### config.mk
export PLATFORM = sky130hd
export DESIGN_NAME = ilp_parser
export DESIGN_NICKNAME = d
export VERILOG_FILES = /design/src/rtl/ilp_pkg.sv /design/src/rtl/ilp_decode.sv /design/src/rtl/ilp_addr_len.sv /design/src/rtl/ilp_parser.sv
export SDC_FILE = /design/constraint.sdc
export NUM_CORES = 1
export LEC_CHECK = 0
export BUFFER_PORTS_ARGS = -buffer_cell sky130_fd_sc_hd__buf_2
export CORE_MARGIN = 5
export CORE_UTILIZATION = 55
export CTS_CLUSTER_DIAMETER = 100
export DETAILED_ROUTE_END_ITERATION = 8
export PLACE_DENSITY = 0.81
export SLEW_MARGIN = 0
export SYNTH_ARGS = -nofsm -noshare
export SYNTH_HDL_FRONTEND = slang
export SYNTH_SLANG_ARGS = --single-unit
### constraint.sdc
create_clock -name clk -period 4.4 [get_ports clk]
set_input_delay 0.44 -clock clk [delete_from_list [all_inputs] [get_ports clk]]
set_output_delay 0.44 -clock clk [all_outputs]
set_load 0.02 [all_outputs]
### src/rtl/ilp_pkg.sv
package ilp_pkg;

    localparam int BYTE_W = 8;
    localparam int WORD_W = 16;
    localparam int LEN_W  = 3;

    typedef enum logic [3:0] {
        ST_OP, ST_MODRM, ST_DLO, ST_DHI, ST_ILO, ST_IHI, ST_SLO, ST_SHI, ST_DONE
    } pst_e;

    typedef enum logic [1:0] {IMM_NONE, IMM_BYTE, IMM_WORD} immw_e;

    typedef struct packed {
        logic  legal;
        logic  modrm;
        logic  addr16;
        logic  far;
        immw_e immw;
    } opinfo_t;

    typedef struct packed {
        logic [BYTE_W-1:0] opcode;
        logic              has_modrm;
        logic [BYTE_W-1:0] modrm;
        logic [WORD_W-1:0] disp;
        logic [WORD_W-1:0] imm;
        logic [LEN_W-1:0]  len;
        logic              illegal;
    } irec_t;

    function automatic logic [WORD_W-1:0] sext8(input logic [BYTE_W-1:0] b);
        return {{(WORD_W-BYTE_W){b[BYTE_W-1]}}, b};
    endfunction

    function automatic logic [WORD_W-1:0] zext8(input logic [BYTE_W-1:0] b);
        return {{(WORD_W-BYTE_W){1'b0}}, b};
    endfunction

    // Opcode table lookup: class of each supported opcode.
    function automatic opinfo_t classify(input logic [BYTE_W-1:0] b);
        opinfo_t r;
        r = '{legal: 1'b0, modrm: 1'b0, addr16: 1'b0, far: 1'b0, immw: IMM_NONE};
        if (b[7:3] == 5'b01000 || b[7:3] == 5'b01010) begin
            r.legal = 1'b1;                       // register in low three bits
        end else if (b[7:6] == 2'b00 && b[2:1] == 2'b11 && b[5] == 1'b0
                     && b != 8'h0F) begin
            r.legal = 1'b1;                       // segment push/pop short form
        end else begin
            case (b)
                8'h98, 8'h99, 8'hC3: r.legal = 1'b1;
                8'hC2, 8'h05: begin r.legal = 1'b1; r.immw = IMM_WORD; end
                8'hA1, 8'hA2: begin r.legal = 1'b1; r.addr16 = 1'b1; end
                8'hEA:        begin r.legal = 1'b1; r.far = 1'b1; end
                8'h81: begin r.legal = 1'b1; r.modrm = 1'b1; r.immw = IMM_WORD; end
                8'h83: begin r.legal = 1'b1; r.modrm = 1'b1; r.immw = IMM_BYTE; end
                8'h01, 8'h03, 8'h29, 8'h2B, 8'h88, 8'h89, 8'h8A, 8'h8B,
                8'h8C, 8'h8E, 8'hFE, 8'hFF: begin r.legal = 1'b1; r.modrm = 1'b1; end
                default: r.legal = 1'b0;
            endcase
        end
        return r;
    endfunction

    // State that follows the displacement (or the addressing byte).
    function automatic pst_e after_disp(input opinfo_t i);
        if (i.far)                 return ST_SLO;
        else if (i.immw != IMM_NONE) return ST_ILO;
        else                       return ST_DONE;
    endfunction

endpackage

### src/rtl/ilp_decode.sv
module ilp_decode
    import ilp_pkg::*;
(
    input  logic [BYTE_W-1:0] opcode,
    output opinfo_t           info
);
    always_comb info = classify(opcode);
endmodule

### src/rtl/ilp_addr_len.sv
module ilp_addr_len (
    input  logic [1:0] mode,
    input  logic [2:0] rm,
    output logic [1:0] disp_bytes
);
    always_comb begin
        case (mode)
            2'b01:   disp_bytes = 2'd1;
            2'b10:   disp_bytes = 2'd2;
            2'b00:   disp_bytes = (rm == 3'b110) ? 2'd2 : 2'd0;
            default: disp_bytes = 2'd0;
        endcase
    end
endmodule

### src/rtl/ilp_parser.sv
module ilp_parser
    import ilp_pkg::*;
(
    input  logic              clk,
    input  logic              rst,
    input  logic              in_valid,
    input  logic [BYTE_W-1:0] in_byte,
    output logic              in_ready,
    output logic              out_valid,
    input  logic              out_ready,
    output logic [BYTE_W-1:0] out_opcode,
    output logic              out_has_modrm,
    output logic [BYTE_W-1:0] out_modrm,
    output logic [WORD_W-1:0] out_disp,
    output logic [WORD_W-1:0] out_imm,
    output logic [LEN_W-1:0]  out_len,
    output logic              out_illegal
);
    pst_e    state;
    irec_t   rec;
    opinfo_t info_q;
    opinfo_t dec_info;
    logic    disp_two;
    logic [1:0] dsz;
    logic    take;

    ilp_decode u_dec (.opcode(in_byte), .info(dec_info));
    ilp_addr_len u_alen (.mode(in_byte[7:6]), .rm(in_byte[2:0]), .disp_bytes(dsz));

    assign in_ready  = (state != ST_DONE);
    assign out_valid = (state == ST_DONE);
    assign take      = in_valid && in_ready;

    always_ff @(posedge clk) begin
        if (rst) begin
            state    <= ST_OP;
            rec      <= '0;
            info_q   <= '0;
            disp_two <= 1'b0;
        end else begin
            case (state)
                ST_OP: if (take) begin
                    rec        <= '0;
                    rec.opcode <= in_byte;
                    rec.len    <= LEN_W'(1);
                    info_q     <= dec_info;
                    disp_two   <= 1'b1;
                    if (!dec_info.legal) begin
                        rec.illegal <= 1'b1;
                        state       <= ST_DONE;
                    end else if (dec_info.modrm)
                        state <= ST_MODRM;
                    else if (dec_info.addr16 || dec_info.far)
                        state <= ST_DLO;
                    else if (dec_info.immw != IMM_NONE)
                        state <= ST_ILO;
                    else
                        state <= ST_DONE;
                end
                ST_MODRM: if (take) begin
                    rec.modrm     <= in_byte;
                    rec.has_modrm <= 1'b1;
                    rec.len       <= rec.len + LEN_W'(1);
                    case (dsz)
                        2'd1:    begin disp_two <= 1'b0; state <= ST_DLO; end
                        2'd2:    begin disp_two <= 1'b1; state <= ST_DLO; end
                        default: state <= after_disp(info_q);
                    endcase
                end
                ST_DLO: if (take) begin
                    rec.disp <= disp_two ? zext8(in_byte) : sext8(in_byte);
                    rec.len  <= rec.len + LEN_W'(1);
                    state    <= disp_two ? ST_DHI : after_disp(info_q);
                end
                ST_DHI: if (take) begin
                    rec.disp[WORD_W-1:BYTE_W] <= in_byte;
                    rec.len <= rec.len + LEN_W'(1);
                    state   <= after_disp(info_q);
                end
                ST_ILO: if (take) begin
                    rec.imm <= (info_q.immw == IMM_WORD) ? zext8(in_byte) : sext8(in_byte);
                    rec.len <= rec.len + LEN_W'(1);
                    state   <= (info_q.immw == IMM_WORD) ? ST_IHI : ST_DONE;
                end
                ST_IHI: if (take) begin
                    rec.imm[WORD_W-1:BYTE_W] <= in_byte;
                    rec.len <= rec.len + LEN_W'(1);
                    state   <= ST_DONE;
                end
                ST_SLO: if (take) begin
                    rec.imm <= zext8(in_byte);
                    rec.len <= rec.len + LEN_W'(1);
                    state   <= ST_SHI;
                end
                ST_SHI: if (take) begin
                    rec.imm[WORD_W-1:BYTE_W] <= in_byte;
                    rec.len <= rec.len + LEN_W'(1);
                    state   <= ST_DONE;
                end
                ST_DONE: if (out_ready) state <= ST_OP;
                default: state <= ST_OP;
            endcase
        end
    end

    assign out_opcode    = rec.opcode;
    assign out_has_modrm = rec.has_modrm;
    assign out_modrm     = rec.modrm;
    assign out_disp      = rec.disp;
    assign out_imm       = rec.imm;
    assign out_len       = rec.len;
    assign out_illegal   = rec.illegal;


    hold_rec_chk: assert property (@(posedge clk) disable iff (rst)
        (out_valid && !out_ready) |=> (out_valid && !in_ready && $stable(out_len)
            && $stable(out_disp) && $stable(out_imm) && $stable(out_opcode)));


    release_chk: assert property (@(posedge clk) disable iff (rst)
        (out_valid && out_ready) |=> !out_valid);


    illegal_shape_chk: assert property (@(posedge clk) disable iff (rst)
        (out_valid && out_illegal) |-> (out_len == LEN_W'(1) && !out_has_modrm
            && out_disp == '0 && out_imm == '0));


    modrm_len_chk: assert property (@(posedge clk) disable iff (rst)
        (out_valid && out_has_modrm) |-> (out_len >= LEN_W'(2)));


    len_range_chk: assert property (@(posedge clk) disable iff (rst)
        out_valid |-> (out_len != '0 && out_len <= LEN_W'(6)));

endmodule

==> summary.md <==
| Metric | Value |
|---|---|
| Max cap viols | 0 |
| IR drop worst, VDD | 0.0002860 V |
| Htree depth | 3 |
| Status | finished, final reports clean |
| Synthesized Nets | 365 |
| RR Startpoint | state[0] |
| Cells along the critical path | nor2_2, nand3_1, nor4b_1, a21oi_1, nor2_1 |
| Predominant post-synthesis flop cell | dfxtp_1 |
| Final WL | 7237 um |
| Sequential Power Share | 42.6% |
| Total Power | 1.385 mW |
| Tot GR Track Use | 23.14% |
| Die W | 82.02 um |
| Antenna viol nets, final | 0 |
| Initial Util | 56.21% |
| #FFs+latches synth | 61 |
| Cts repair resizes | 0 |
| Die Area | 6727 um^2 |
| Comb power frac | 12.4% |
| Hold_buf cts | 0 |
| Chip height | 82.02 um |
| DR vias | 2679 |
| Largest net degree at the start of global routing | 61 |
| IO Port Bufs | 66 |
| Req. time, crit path | 4.67 ns |
| Seq/Total Area, Yosys | 42.81% |
| Worst path arrival time | 2.44 ns |
| Setup Buffers After CTS | 0 |
| Unrepaired setup endpoints after global routing | false |
| Gr busiest metal | met2 |
| Critical path's top delay family | simple AND/OR/NAND/NOR gates |
| Vias in the first global route | 2506 |
| Post-Syn Area | 2853 um^2 |
| Reg2reg end | info_q[2] |
| Post-Synthesis Cells | 352 |
| Hold WC Path Type | reg2reg |
| CTS clock-pin slew for the worst setup and hold paths | 0.07 ns |
| I/O pin count | 67 |
| Met3 usage | 5.592% |
| RePlAce Congestion | 0.9190 |
| Nets | 411 |
| Clock root cell | clkbuf_8 |
| First drt pass iteration count | 5 |
| Max-slew headroom | 32.97% |
| Number of enable flip-flop cells after synthesis | 0 |
| Max Fanout on Critical Path | 22 |
| Critical path type | reg2reg |
| CP max-delay cell | nand3_1 |
| Max Clock Skew | 0.007186 ns |
| DP HPWL | 4806 um |
| Final critical path time including I/O delays and setup | 2.168 ns |
| Fmax | 0.4613 GHz |
| Psw | 354.8 uW |
| Worst R2R Setup Slack | 2.23 ns |
| Post-synth cell types | 53 |
| Total CTS buffers | 9 |
| Initial antenna violation count | 0 |
| Slew Viols, Final | 0 |
| Layout cells sized above 1 | 22.83% |
| Hold Vio Cnt, Final | 0 |
| Total negative slack | 0 ns |
| Slowest stage delay, CP | 0.60 ns |
| Critical Path Source Type | register |
| Clk buf depth | 2 |
| Clk Latency, worst-skew pair | 0.34 ns |
| Synth Area per Inst | 8.104 um^2 |
| WL/cell | 15.30 um |
| Sink Count | 61 |
| CTS tree | built |
| Async set-reset flop share out of synthesis | 0% |
| Number of synthesis warnings | 0 |
| Leakage power | 1.376 nW |
| Power share of the clock group | 45.1% |
| Hold WS | 0.4517 ns |
| Residual DRC | 0 |
| Worst Setup SP | state[0] |
| Worst setup EP type | register |
| Worst-margin pin slew | 1.005 ns |
| Vias per inst | 5.664 |
| Area Growth Syn to Fin | 18.42% |
| Final period utilization | 49.27% |
| Core area | 5075 um^2 |
| Reg2Reg Depth | 5 |
| Buf/Inv on CP | 0 |
| Critical Path Sink | info_q[2] |
| Global-route wire length before repair | 11960 um |
| GR Util met2 | 35.22% |
| Setup violators final | 0 |
| Inserted Diodes | 0 |
| Int Power | 1.030 mW |
| Initial drt markers | 242 |
| Critical path depth | 5 |
| Row count | 26 |
| Met1 Use GR | 30.71% |
| PD cells | 409.9 nW/um^2 |
| Switch share | 25.62% |
| Total grt overflow | 0 |
[worst min-delay path by stage]
stage | cells after the start | startpoint | to
detailed placement | 2 | out_opcode[4] | out_opcode[4]
finish | 2 | out_opcode[4] | out_opcode[4]
CTS | 2 | out_opcode[4] | out_opcode[4]
floorplan | 2 | info_q[1] | info_q[1]
global placement | 2 | out_imm[15] | out_imm[15]
global route | 2 | out_opcode[4] | out_opcode[4]
[cells in the final DEF (no fill, tap or decap), drive strengths merged, types with 2 or more instances in the layout]
cell    synthesis  layout
a21o            9       9
a21oi          32      32
a221oi          2       2
a22oi          24      24
a31oi           3       3
a41oi           2       2
and2            2       2
and3            2       2
and4            2       2
buf            20      66
bufinv          0       3
clkbuf         11      11
dfxtp          61      61
inv             7       7
nand2          45      45
nand2b          4       4
nand3          15      15
nand3b          4       4
nand4b          5       5
nor2           40      40
nor2b          12      12
nor3            4       4
nor3b           3       3
nor4            2       2
nor4b           3       3
o21ai          19      19
o21bai          2       2
xnor2           2       2
[tightest hold or removal path, cell delays in order, from the launching register on]
cell and delay (ns):
dfxtp_1 0.31, nand2_1 0.05, a21oi_1 0.05
[registers in the layout, summed over array words and instances, names as in the netlist]
register       cells
out_disp          16
info_q             3
out_has_modrm      1
disp_two           1
out_modrm          8
out_len            3
state              4
out_imm           16
out_illegal        1
out_opcode         8
[power by group through the flow]
stage	clock, mW	combinational, mW	sequential, mW
global route	0.658	0.189	0.592
finish	0.624	0.171	0.589
floorplan	0	0.122	0.606
global placement	0	0.168	0.600
detailed placement	0	0.169	0.601
CTS	0.632	0.170	0.589
[area by class of cell]
| class | count | area, um^2 |
|---|---|---|
| clock inverters | 5 | 106.4 |
| flip-flops and latches | 61 | 1221 |
| repair buffers | 66 | 330.3 |
| clock buffers | 11 | 151.4 |
| well taps | 70 | 87.58 |
| inverters | 7 | 26.28 |
| multi-input cells | 253 | 1455 |
| fillers | 459 | 1697 |
[cell families after synthesis]
family	Yosys count	synth area share, %
simple gates	147	26.89
compound gates	102	22.76
flops	61	42.81
buf+inv	38	6.184
xor+xnor	3	0.9212
fa+ha+maj	1	0.4385
[per-layer routing]
metal | wire length, um | vias up
li1 | - | 1334
met1 | 3266 | 1214
met2 | 3232 | 110
met3 | 570 | 21
met4 | 167 | 0
met5 | 0 | -
[cell usage after synthesis, types with 5 or more instances]
cell type	count	area, um^2
a21o_1	9	67.56
o21ai_1	10	50.05
a22oi_1	24	180.2
nand4b_1	5	43.79
nor2b_1	12	75.07
nand3_1	15	75.07
inv_1	5	18.77
clkbuf_1	11	41.29
nor2_1	38	142.6
nand2_1	44	165.2
o21ai_0	9	45.04
buf_2	15	75.07
a21oi_1	32	160.2
dfxtp_1	61	1221
[per-stage QoR]
stage,area (um^2),util (%),worst slack [ns],instances
final,3378,66.57,2.232,473
after global routing,3378,66.57,1.932,473
after CTS,3378,66.57,2.269,473
after detailed placement,3120,61.49,2.296,457
after global placement,3120,61.49,2.391,457
after floorplan,2853,-,2.801,352
Note: power is estimated with default switching activity, not from simulation.
